$ cat src/rtl/vtrn_pkg.sv
package vtrn_pkg;
   localparam int unsigned MAX_W    = 128;
   localparam int unsigned NARROW_W = 64;
   localparam int unsigned BASE_LW  = 8;
   localparam int unsigned N_CODES  = 4;
   localparam logic [2:0] OP_EVEN = 3'b010;
   localparam logic [2:0] OP_ODD  = 3'b110;

   typedef enum logic [1:0] {
      ST_OK    = 2'd0,
      ST_ILL   = 2'd1,
      ST_UNSUP = 2'd2
   } vtrn_status_e;
endpackage

$ cat src/rtl/vtrn_lanes.sv
// Transpose for one fixed lane width. The narrow mode zeroes the upper half.
module vtrn_lanes #(
   parameter int unsigned W  = 128,
   parameter int unsigned LW = 8
) (
   input  logic [W-1:0] a,
   input  logic [W-1:0] b,
   input  logic         part,
   input  logic         narrow,
   output logic [W-1:0] y
);
   localparam int unsigned LANES = W / LW;
   localparam int unsigned PAIRS = LANES / 2;
   localparam int unsigned HALF_PAIRS = PAIRS / 2;

   initial begin
      if (LW == 0 || (W % (2 * LW)) != 0)
         $error("vtrn_lanes: width must be a multiple of two lanes");
   end

   for (genvar p = 0; p < PAIRS; p++) begin : g_pair
      logic [LW-1:0] ea, eb;
      logic          keep;
      assign keep = !narrow || (p < HALF_PAIRS);
      assign ea = part ? a[(2*p+1)*LW +: LW] : a[(2*p)*LW +: LW];
      assign eb = part ? b[(2*p+1)*LW +: LW] : b[(2*p)*LW +: LW];
      assign y[(2*p)*LW   +: LW] = keep ? ea : '0;
      assign y[(2*p+1)*LW +: LW] = keep ? eb : '0;
   end
endmodule

$ cat src/rtl/vtrn_decode.sv
module vtrn_decode
   import vtrn_pkg::*;
(
   input  logic [1:0]   lane_code,
   input  logic         wide,
   input  logic [2:0]   opcode,
   output vtrn_status_e status,
   output logic         part
);
   assign part = opcode[2];
   always_comb begin
      if (opcode != OP_EVEN && opcode != OP_ODD) status = ST_UNSUP;
      else if ({lane_code, wide} == 3'b110)      status = ST_ILL;
      else                                       status = ST_OK;
   end
endmodule

$ cat src/rtl/vtrn_unit.sv
module vtrn_unit
   import vtrn_pkg::*;
#(
   parameter int unsigned W = MAX_W
) (
   input  logic         clk,
   input  logic         rst,
   input  logic         in_valid,
   input  logic [W-1:0] src_a,
   input  logic [W-1:0] src_b,
   input  logic [1:0]   lane_code,
   input  logic         wide,
   input  logic [2:0]   opcode,
   output logic [W-1:0] result_o,
   output logic         valid_o,
   output logic         illegal_o,
   output logic         unsupported_o
);
   localparam int unsigned NW = W / 2;

   initial begin
      if (W != 2 * NARROW_W) $error("vtrn_unit: W must be twice the narrow width");
   end

   vtrn_status_e st;
   logic         part;
   logic [W-1:0] cand [N_CODES];
   logic [W-1:0] sel;

   vtrn_decode u_dec (
      .lane_code(lane_code), .wide(wide), .opcode(opcode),
      .status(st), .part(part)
   );

   for (genvar c = 0; c < N_CODES; c++) begin : g_width
      if ((BASE_LW << c) < NW) begin : g_any
         vtrn_lanes #(.W(W), .LW(BASE_LW << c)) u_l (
            .a(src_a), .b(src_b), .part(part), .narrow(!wide), .y(cand[c])
         );
      end else begin : g_wide_only
         // 64-bit lanes: a single pair over the full width. The narrow case is illegal.
         vtrn_lanes #(.W(W), .LW(BASE_LW << c)) u_l (
            .a(src_a), .b(src_b), .part(part), .narrow(1'b0), .y(cand[c])
         );
      end
   end

   assign sel = cand[lane_code];

   always_ff @(posedge clk) begin
      if (rst) begin
         result_o      <= '0;
         valid_o       <= 1'b0;
         illegal_o     <= 1'b0;
         unsupported_o <= 1'b0;
      end else begin
         valid_o       <= in_valid && (st == ST_OK);
         illegal_o     <= in_valid && (st == ST_ILL);
         unsupported_o <= in_valid && (st == ST_UNSUP);
         if (in_valid && st == ST_OK) result_o <= sel;
      end
   end
endmodule

$ cat config.mk
export PLATFORM = sky130hd
export DESIGN_NAME = vtrn_unit
export DESIGN_NICKNAME = d
export VERILOG_FILES = /design/src/rtl/vtrn_pkg.sv /design/src/rtl/vtrn_lanes.sv /design/src/rtl/vtrn_decode.sv /design/src/rtl/vtrn_unit.sv
export SDC_FILE = /design/constraint.sdc
export NUM_CORES = 1
export LEC_CHECK = 0
export ABC_AREA = 1
export BUFFER_PORTS_ARGS = -buffer_cell sky130_fd_sc_hd__buf_4
export CAP_MARGIN = 30
export CORE_MARGIN = 5
export CORE_UTILIZATION = 51
export CTS_BUF_LIST = sky130_fd_sc_hd__clkbuf_16
export DETAILED_ROUTE_END_ITERATION = 6
export MAX_ROUTING_LAYER = met4
export PLACE_DENSITY = 0.82
export SYNTH_ARGS = -nofsm -noshare
export SYNTH_HDL_FRONTEND = slang
export SYNTH_SLANG_ARGS = --single-unit
$ cat constraint.sdc
create_clock -name clk -period 1.7 [get_ports clk]
set_input_delay 0.255 -clock clk [delete_from_list [all_inputs] [get_ports clk]]
set_output_delay 0.255 -clock clk [all_outputs]
set_load 0.05 [all_outputs]
### Yosys cells after proc, flatten, opt, wreduce, memory -nomap -nowiden

Cells that the tools add are included.

| storage, ports and cells | value |
|---|---|
| register bits | 131 |
| input bits | 265 |
| output and inout bits | 131 |
| word-level logic and storage cells | 65 |

| operators by class | value |
|---|---|
| order comparisons | 1 |
| eq/ne operators | 5 |
| multiplexer cells | 49 |
| bitwise logic cells | 1 |
| reductions and logical operators | 5 |

Operators by type and width:

| cell | count |
|---|---|
| $bmux 128 s2 | 1 |
| $mux 128 | 2 |
| $mux 16 | 12 |
| $mux 32 | 6 |
| $mux 8 | 24 |
| $mux 64 | 2 |
| $logic_and 1x1->1 | 4 |
| $eq 3x3->1 const B | 1 |
| $ge 3x3->1 const B | 1 |
| $ne 3x2->1 const B | 1 |
| $ne 3x3->1 const B | 1 |
| $not 2->3 | 1 |
| $eq 2x1->1 const B | 1 |
| $eq 2x2->1 const B | 1 |
| $logic_not 2->1 | 1 |
| $mux 2 | 1 |
| $mux 1 | 1 |

### Logic depth before layout (Yosys ltp)

Gate-level depths: netlist (run 1).

| logic depth | value |
|---|---|
| depth in word-level cells | 5 |
| mapped depth | 10 |
| gate-level depth less buffers | 8 |

### Modules after synthesis

From an unflattened synthesis (run 1), not the netlist that was laid out.

| unflattened totals | value |
|---|---|
| cell total of the unflattened synthesis | 4009 |
| area, all modules | 18540.3 sq um |

By module, submodules not included:

| module | instances | cells an instance | area an instance (sq um) | seq. area each (sq um) |
|---|---|---|---|---|
| vtrn_unit | 1 | 1679 | 9160.0 | 2622.5 |
| vtrn_lanes (g_width[0].g_any.u_l ...) | 3 | 547 | 2234.6 | 0.0 |
| vtrn_lanes (g_width[3].g_wide_only.u_l) | 1 | 683 | 2643.8 | 0.0 |
| vtrn_decode | 1 | 6 | 32.5 | 0.0 |

### Least setup slack after synthesis (run 1)

No wires, ideal clock.

| timing path | value |
|---|---|
| path kind | input-to-reg |
| start | input port lane_code[1] |
| end | register result_o[21] |
| setup time | 118 ps |
| data arrival time | 1157 ps |
| required time | 1582 ps |
| setup slack | 425 ps |
| stages | 8 |
| buffers on the path | 2 |
| cells stage by stage | buf_4 nand2_8 nor2_2 nor2_4 buf_2 nand3_1 a21oi_1 nor2_1 |

| between the ends | value |
|---|---|
| longest elaborated chain between the ends | 5 |
| elaborated cells on any way between the ends | 9 |
| those cells by class | 1 x eq/ne; 5 x mux; 1 x bitwise; 2 x reduce/logical |

Ends and longest elaborated chain:

| element | line | text |
|---|---|---|
| start: declaration | vtrn_unit.sv:11 | `input logic [1:0] lane_code,` |
| $eq 3x3->1 | vtrn_decode.sv:13 | `else if ({lane_code, wide} == 3'b110) status = ST_ILL;` |
| $mux 1 | vtrn_decode.sv:13 |  |
| $mux 2 | vtrn_decode.sv:12 | `if (opcode != OP_EVEN && opcode != OP_ODD) status = ST_UNSUP;` |
| $logic_not 2->1 | vtrn_unit.sv:60 | `if (in_valid && st == ST_OK) result_o <= sel;` |
| $logic_and 1x1->1 | vtrn_unit.sv:60 |  |
| end signal: assignment | vtrn_unit.sv:60 |  |
| end: declaration | vtrn_unit.sv:14 | `output logic [W-1:0] result_o,` |

Parallel ways exist; a longest one is shown, timed or not. The select of a mux whose other input is x is not followed.
A chain may end at the register's enable or synchronous reset.

### Final worst setup path (run 1)

| timing path | value |
|---|---|
| start | register result_o[84] |
| end | output port result_o[84] |

No word-level cell between the ends.

==> results.cfg, run 1 <==
[sta]
setup_viol = 0
finalSetupTns_ns = 0
finalHoldViolations = 0
tightest_slew_ns = 0.4173
clock.fmax_mhz = 714.9
min_period_ns = 1.399
maxSlewHeadroom_pct = 72.08
grt_setup_unrepaired = false
fin_skew_ns = 0
fin_crit_sh_pct = 82.29
slew_viol_final = 0

[drt]
viasPerCell = 5.925
first_pass_iters = 7
first_iter_violations = 2198
drc = 0
drt-total-wl_mm = 55.45
postRouteAntennaNets = 0
num_vias = 15870
wire_per_inst_um = 20.70

[power]
leakage_uw = 0.007642
p_per_area_nw_per_um2 = 718.9
peakVddDrop_mv = 0.5670

[status]
outcome = finished clean

[worst_setup_path]
cpLargestDelayFamily = flip-flops
startpoint = result_o[84]
cp-endpoint = result_o[84]
reg2reg_from = result_o[28]
start_kind = flip-flop
cp.arrival_ns = 1.14
crit_slowest_cell = dfxtp_1
path_cells = buf_4
timing_worst_setup_path_type = flip-flop to output pin
r2r_end = result_o[28]
critical_path_depth = 1
critPathMaxFanout = 2
worstPathRequired_ns = 1.44
crit_path_max_incr_delay_ns = 0.46
r2r_cells = 2
rrSetupSlack_ns = 0.90
cp-end-kind = output pin
path_buf_inv = 1

[global_route]
grt_remaining_overflow = 0
grt_pass1_wl_mm = 81.94
grt_antenna_before_repair = 4
grt_pass1_vias = 14970
grtUsageTotal_pct = 44.18
grt_max_degree = 83

[hold_path]
min_from = opcode[0]
worstHoldPathType = input port to flip-flop

[clock_network]
clkSlewWorstSetupHoldPaths_ns = 0.06
clock_latency_ns = 0.43
h-tree-depth = 4
cts_made_buffers = 17
postCtsSetupBuffers = 0
clockBufferDepth = 2
cts-root-buf = clkbuf_16
cts_tree = built
postCtsResizedCells = 0
clock_sinks = 131
postCtsHoldBufs = 0

[synth]
ys_types = 24
synth_enable_flop_cells = 0
syn_area_per_cell_um2 = 5.299
ys_top_cells_by_count = nand2_1 (1006), nand3_1 (237), a21oi_1 (212), dfxtp_1 (131), nor2_1 (129)
ys_seq_elements = 131
syn_inst = 2073
synth_top_area_share_pct = 34.37
synth_fp_nets = 2338
yosys.area.top_type = nand2_1
synthFlopType = dfxtp_1
yosysMostFrequentCell = nand2_1
yosysSeqAreaShare_pct = 23.87
synth_async_sr_flop_share_pct = 0
yosys_warnings = 0
ys_top_cells_by_area = nand2_1 (34%), dfxtp_1 (24%), nand3_1 (11%)
synthesis.area_um2 = 10990

[placed_design]
placed_area_um2 = 14280
globalplace.congestion = 1.053
place_hpwl_mm = 41.85
numPortBuffers = 395

[final_layout]
regArea_um2 = 2623
area_delta_synth_final_pct = 35.57
fin_area_um2 = 14890
nets = 2652
drive_gt1_share_pct = 20.67
nFillCells = 1898
multi_input_area_um2 = 7277
fin_util_pct = 70.62

[die]
io_pins = 396
initial_utilization_pct = 52.09
std_cell_rows = 53
die-area_um2 = 24580
coreArea_um2 = 21090
fp.dieW_um = 156.8
die_h_um = 156.8

[run]
drv_cap = 0
-- through the flow --
stage / setup WS [ns] / cells / power (uW) / hold slack [ns]
after floorplan: 0.4254 / 2073 / 5254 / 0.3833
after global placement: 0.1619 / 2643 / 6659 / 0.4529
after detailed placement: 0.1113 / 2643 / 6681 / 0.4567
after CTS: 0.3146 / 2675 / 10600 / 0.07182
after global routing: 0.3211 / 2679 / 11060 / 0.08987
final: 0.3011 / 2679 / 10710 / 0.07855
-- final cells by class --
type	count	area share [%]
Antenna cell	4	0.06721
Clock buffer	17	2.856
Clock inverter	15	1.210
Inverter	76	1.974
Multi-Input combinational cell	1710	48.86
Sequential cell	131	17.61
Tap cell	275	2.310
Timing Repair Buffer	451	25.11
-- per-layer routing --
metal	global-route usage (%)	vias to the layer above	share of wire, %
met1	50.88	7068	35
met5	-	-	0
li1	-	7274	-
met4	24.88	0	6.7
met3	11.48	303	13
met2	69.79	1227	45
-- worst min-delay path by stage --
stage	end	slack, ns	cells past startpoint
2_1_floorplan	unsupported_o	0.38	2
3_3_place_gp	result_o[125]	0.45	2
3_5_place_dp	result_o[110]	0.46	2
4_1_cts	unsupported_o	0.07	3
5_1_grt	result_o[119]	0.09	2
6_report	unsupported_o	0.08	3
-- registers in the layout (all words and copies together), names as in the netlist --
register       cells
illegal_o          1
result_o         128
unsupported_o      1
valid_o            1
-- report_power, final --
part	switching [uW]	leakage, uW	internal, uW
Sequential	81.7	0.00107	3190
Combinational	2220	0.00629	1240
Clock	1660	0.000286	2320
Total	3960	0.00764	6750
-- layout by cell type (no fill, tap or decap), types with 5 or more instances in the layout --
cell type	n
nor2_1	128
nand4_1	6
o21ai_0	78
a21oi_1	212
buf_12	28
nor2_4	5
dfxtp_1	131
nand3_1	237
inv_1	72
clkbuf_16	17
inv_6	6
buf_4	422
nand2_1	1006
o211ai_1	24
-- cell families after synthesis --
family          synth area share (%)
simple gates                   51.07
buf+inv                        10.07
flops                          23.87
compound gates                 14.99
Power figures use the tool's default switching activity.
==> inputs of run 2 (changes only) <==
--- a/config.mk
+++ b/config.mk
@@ -5,7 +5,7 @@
 export SDC_FILE = /design/constraint.sdc
 export NUM_CORES = 1
 export LEC_CHECK = 0
-export ABC_AREA = 1
+export ABC_AREA = 0
 export BUFFER_PORTS_ARGS = -buffer_cell sky130_fd_sc_hd__buf_4
 export CAP_MARGIN = 30
 export CORE_MARGIN = 5
==> constraint.sdc (replaced) <==
create_clock -name clk -period 1.4 [get_ports clk]
set_input_delay 0.21 -clock clk [delete_from_list [all_inputs] [get_ports clk]]
set_output_delay 0.21 -clock clk [all_outputs]
set_load 0.05 [all_outputs]
==> run 2 against run 1 <==
Effect of this change:
- final area rose by 5.8%
- sequential share of layout area fell by 0.96 points
- die area shrank 1.3%
- core utilization increased by 4.5 points
- combinational power up 32%
- non-clock buffer count up 117
- sequential power is 21% higher
==> results.cfg, run 2 <==
[worst_setup_path]
path_cells = buf_8 > buf_12 > mux2_2 > mux4_2 > nor2_1 > nor3_1
start_kind = input port
timing_worst_setup_path_type = input port to flip-flop
path_buf_inv = 2
critPathMaxFanout = 25
crit_path_max_incr_delay_ns = 0.46
cp-end-kind = flip-flop
crit_slowest_cell = mux4_2
cp.arrival_ns = 1.67
worstPathRequired_ns = 1.70
cpLargestDelayFamily = multiplexers

[die]
die-area_um2 = 24260
fp.dieW_um = 155.8
io_pins = 396
std_cell_rows = 53
coreArea_um2 = 20960
initial_utilization_pct = 51.71
die_h_um = 155.8

[clock_network]
cts_tree = built
clock_sinks = 131
cts_made_buffers = 17
cts-root-buf = clkbuf_16
clock_latency_ns = 0.42
clockBufferDepth = 2
h-tree-depth = 4
postCtsHoldBufs = 0
clkSlewWorstSetupHoldPaths_ns = 0.06

[power]
p_per_area_nw_per_um2 = 836.8
switching_power_uw = 4387
sequentialPowerShare_pct = 30.0
pwr-share-clk_pct = 35.3
peakVddDrop_mv = 0.7431
leakage_uw = 0.007184
internal_power_uw = 8794
switching_share_pct = 33.28
pwr-share-comb_pct = 34.6

[drt]
num_vias = 12210
postRouteAntennaNets = 0
first_iter_violations = 1080
wire_per_inst_um = 26.69
drt-total-wl_mm = 50.20
first_pass_iters = 5
drc = 0
viasPerCell = 6.492

[final_layout]
drive_gt1_share_pct = 46.45
fin_util_pct = 75.17
largest_reg_flops = 128
regArea_um2 = 2623
final_common_cell = buf_4
final_cell_mix = buf_4 (540), mux2i_1 (207), dfxtp_1 (131), nor2_1 (110), mux4_2 (81)
post_layout_nonfiller_instances = 1881
nFillCells = 1619
nets = 1859
area_delta_synth_final_pct = 45.37
multi_input_area_um2 = 7577
diodes = 0
regMostFlops = result_o

[synth]
synth_xor_area_share_pct = 0.08083
ys_top_cells_by_count = mux2i_1 (207), dfxtp_1 (131), nor2_1 (110), mux4_2 (81), nor3_1 (66)
synthMuxAreaShare_pct = 42.09
ys_seq_elements = 131
synth_enable_flop_cells = 0
synthAdderAreaFrac_pct = 0
synth_top_family_by_area = multiplexers
synth_compound_area_share_pct = 16.51
syn_area_per_cell_um2 = 9.597
synth_fp_nets = 1394
synth_async_sr_flop_share_pct = 0
synthSimpleGateAreaFrac_pct = 10.45
synthFlopType = dfxtp_1
synthesis.area_um2 = 10840
ys_top_cells_by_area = dfxtp_1 (24%), mux2i_1 (19%), mux4_2 (17%)
ys_types = 40
syn_inst = 1129
yosysSeqAreaShare_pct = 24.20
yosys.area.top_type = dfxtp_1
yosys_warnings = 0
yosysMostFrequentCell = mux2i_1
synth_top_area_share_pct = 24.20

[global_route]
grtUsageTotal_pct = 41.03
grt_max_degree = 47
grt_antenna_before_repair = 0
grt_remaining_overflow = 0
grt_pass1_wl_mm = 73.93
grt_pass1_vias = 12490

[hold_path]
worstHoldPathType = input port to flip-flop

[sta]
fin_skew_ns = 0
fin_crit_sh_pct = 97.18
finalHoldViolations = 0
setup_viol = 0
clock.fmax_mhz = 735.0
timing.hold.ws_ns = 0.04650
grt_setup_unrepaired = true
maxSlewHeadroom_pct = 76.20
min_period_ns = 1.361
tightest_slew_ns = 0.3543
slew_viol_final = 0

[run]
drv_cap = 0

[status]
outcome = finished clean

[placed_design]
place_hpwl_mm = 39.98
globalplace.congestion = 1.025
numPortBuffers = 395
placed_cells = 1850
==> run 2: cell types whose count changed after synthesis, moves of 56 or more <==
cell	delta
buf_2	-56
nor3_1	+63
nand2_1	-953
mux2i_1	+207
a21oi_1	-156
inv_1	-71
nand3_1	-237
a211oi_1	+56
mux4_2	+81
==> run 2: worst paths after layout <==
kind / startpoint / to / slack (ns) / depth (start not counted)
setup / recovery: lane_code[0] / result_o[25] / 0.04 / 6
hold / removal: wide / illegal_o / 0.05 / 2
setup reg to reg: result_o[6] / result_o[6] / 0.67 / 2
hold reg to reg: result_o[116] / result_o[116] / 0.46 / 1
==> run 2: layout make-up <==
type / count / share of cell area [%]
clock buffer: 17 / 2.701
clock inverter: 14 / 1.056
timing repair buffer: 568 / 29.22
sequential: 131 / 16.65
tap: 275 / 2.184
multi-input combinational: 874 / 48.11
inverter: 2 / 0.07943
==> run 2: what timing repair did <==
item / in CTS / in global routing
gates resized for setup: 0 / 2
buffers inserted: 0 / 0
endpoints found under the setup margin: 0 / 1
==> run 2: power groups by stage <==
stage | Clock (uW) | Combinational, uW | Sequential (uW)
floorplan | 0 | 2030 | 4510
global placement | 0 | 4410 | 4030
detailed placement | 0 | 4460 | 4040
CTS | 4670 | 4480 | 3960
global route | 4850 | 4770 | 3970
finish | 4650 | 4570 | 3960
==> run 2: worst register-to-register path, delay by kind of cell, from the launching register on <==
kind | cells | cell delay (ns)
simple gates | 1 | 0.06
flops | 1 | 0.38
compound gates | 1 | 0.20
==> run 2: metrics by stage <==
step | cell area (um^2) | setup WS [ns] | total power (uW) | setup TNS [ns]
after floorplan | 11000 | -0.2045 | 6546 | -11.37
after global routing | 15750 | -0.00006328 | 13590 | -0.00006328
final | 15750 | 0.03947 | 13180 | 0
after detailed placement | 15150 | -0.3941 | 8499 | -32.28
after CTS | 15740 | 0.05773 | 13110 | 0
after global placement | 15150 | -0.3158 | 8444 | -29.32
==> run 2: cells by family (layout without fill, tap and decap cells) <==
logic type | Yosys count | count (layout)
mux | 345 | 345
flops | 131 | 131
xor+xnor | 1 | 1
compound gates | 270 | 270
buf+inv | 124 | 601
simple gates | 258 | 258
==> run 2: metal layers <==
layer / track usage (%) / share of wire (%)
met1: 46.46 / 35
met2: 66.25 / 47
met3: 11.29 / 12
met4: 21.76 / 6.2
met5: - / 0
==> inputs of run 3 (changes only) <==
--- a/config.mk
+++ b/config.mk
@@ -8,12 +8,14 @@
 export ABC_AREA = 0
 export BUFFER_PORTS_ARGS = -buffer_cell sky130_fd_sc_hd__buf_4
 export CAP_MARGIN = 30
+export CELL_PAD_IN_SITES_DETAIL_PLACEMENT = 0
+export CELL_PAD_IN_SITES_GLOBAL_PLACEMENT = 1
 export CORE_MARGIN = 5
-export CORE_UTILIZATION = 51
+export CORE_UTILIZATION = 38
 export CTS_BUF_LIST = sky130_fd_sc_hd__clkbuf_16
 export DETAILED_ROUTE_END_ITERATION = 6
 export MAX_ROUTING_LAYER = met4
-export PLACE_DENSITY = 0.82
+export PLACE_DENSITY_LB_ADDON = 0.1
 export SYNTH_ARGS = -nofsm -noshare
 export SYNTH_HDL_FRONTEND = slang
 export SYNTH_SLANG_ARGS = --single-unit
==> run 3 against run 2 <==
Effect of this change:
- maximum frequency shrank 1.4%
- routed wire length up 9.9%
- via count shrank 1.8%
- worst hold slack got worse by 0.011 ns
- sequential power hardly changed
- die area rose by 32%
- highest routed layer unchanged
- final area rose by 2.4%
- critical path type unchanged
==> results.cfg, run 3 (same netlist as run 2, synthesis figures left out) <==
[global_route]
grtUsageMet2_pct = 48.07
grt_remaining_overflow = 0
use_met1_pct = 47.16
grt-busiest-layer = met2
gr-usage-met3_pct = 7.233
grt_antenna_before_repair = 2
grt_max_degree = 46
grtUsageTotal_pct = 34.37
grt_pass1_wl_mm = 78.50
grt_pass1_vias = 11640

[worst_setup_path]
start_kind = input port
critPathMaxFanout = 26
cp.arrival_ns = 1.70
timing_worst_setup_path_type = input port to flip-flop
cp-end-kind = flip-flop
worstPathRequired_ns = 1.72

[die]
fp.dieW_um = 178.9
die_h_um = 178.9
die-area_um2 = 31990
coreArea_um2 = 27930
io_pins = 396
initial_utilization_pct = 38.79
std_cell_rows = 61

[drt]
drc = 0
wire_per_inst_um = 27.57
first_iter_violations = 1324
drt-total-wl_mm = 55.19
first_pass_iters = 5
num_vias = 11990
viasPerCell = 5.987
postRouteAntennaNets = 0

[power]
peakVddDrop_mv = 0.5995
leakage_uw = 0.007305
p_per_area_nw_per_um2 = 828.9

[clock_network]
clkSlewWorstSetupHoldPaths_ns = 0.07
clock_sinks = 131
clock_latency_ns = 0.43
cts_tree = built
h-tree-depth = 4
cts-root-buf = clkbuf_16
cts_made_buffers = 17
clockBufferDepth = 2
postCtsSetupBuffers = 0
postCtsHoldBufs = 0

[sta]
slew_viol_final = 0
setup_slack_ns = 0.02065
finalHoldViolations = 0
min_period_ns = 1.379
finalSetupTns_ns = 0
maxSlewHeadroom_pct = 66.73
setup_viol = 0
timing.hold.ws_ns = 0.03578
clock.fmax_mhz = 725.0
tightest_slew_ns = 0.4852
fin_skew_ns = 0
fin_crit_sh_pct = 98.53
grt_setup_unrepaired = false

[hold_path]
worstHoldPathType = input port to flip-flop

[placed_design]
numPortBuffers = 395
globalplace.congestion = 1.008
place_hpwl_mm = 44.17
placed_cells = 1968
pre_cts_ws_ns = -0.3918
placed_area_um2 = 15520

[final_layout]
nets = 1874
fin_area_um2 = 16130
drive_gt1_share_pct = 47.23
final_cell_mix = buf_4 (544), mux2i_1 (206), dfxtp_1 (130), nor2_1 (110), mux4_2 (81)
regMostFlops = result_o
area_delta_synth_final_pct = 48.90
largest_reg_flops = 128
final_common_cell = buf_4
nFillCells = 2603
post_layout_nonfiller_instances = 2002

[status]
outcome = finished clean

[run]
drv_cap = 0
[run 3: critical path, stage by stage]
cell       delay [ns]
clkbuf_8         0.15
buf_12           0.21
buf_4            0.24
mux2i_1          0.47
mux4_2           0.33
o2bb2ai_1        0.06
[run 3: report_power, final]
group,total [uW],internal [uW],switching [uW],leakage (uW)
Sequential,3960,3870,90.4,0.00107
Combinational,4720,2210,2510,0.00596
Clock,4690,2640,2050,0.000277
[run 3: worst paths after layout]
| path | startpoint | endpoint | slack, ns | cells after the start |
|---|---|---|---|---|
| worst min register to register | result_o[10] | result_o[10] | 0.46 | 2 |
| worst max-delay path | lane_code[1] | result_o[76] | 0.02 | 6 |
| worst min-delay path | wide | illegal_o | 0.04 | 2 |
| worst max register to register | result_o[52] | result_o[52] | 0.66 | 2 |
[run 3: stage by stage]
| stage | total power (uW) | util [%] |
|---|---|---|
| 6_report | 13370 | 57.76 |
| 4_1_cts | 13360 | 57.66 |
| 5_1_grt | 13830 | 57.76 |
| 2_1_floorplan | 6546 | - |
| 3_3_place_gp | 8666 | 55.58 |
| 3_5_place_dp | 8685 | 55.58 |
[run 3: area by class of cell]
| cell class | instances | area, um^2 | area share (%) |
|---|---|---|---|
| antenna | 2 | 5.005 | 0.03102 |
| clock buffer | 17 | 425.4 | 2.637 |
| clock inverter | 15 | 156.4 | 0.9694 |
| inverter | 2 | 12.51 | 0.07755 |
| multi-input combinational | 874 | 7586 | 47.02 |
| sequential | 131 | 2624 | 16.26 |
| tap | 378 | 473.0 | 2.931 |
| timing repair buffer | 583 | 4852 | 30.07 |
[run 3: what timing repair did]
action | CTS | global route
endpoints found under the setup margin | 0 | 4
gates resized for setup | 0 | 5
endpoints found under the hold margin | 0 | 0
[run 3: metal layers]
metal	part of all wire, %	wire length (um)
met3	9.4	5198
met5	0	0
met1	43	23730
met2	42	23260
met4	5.4	3002
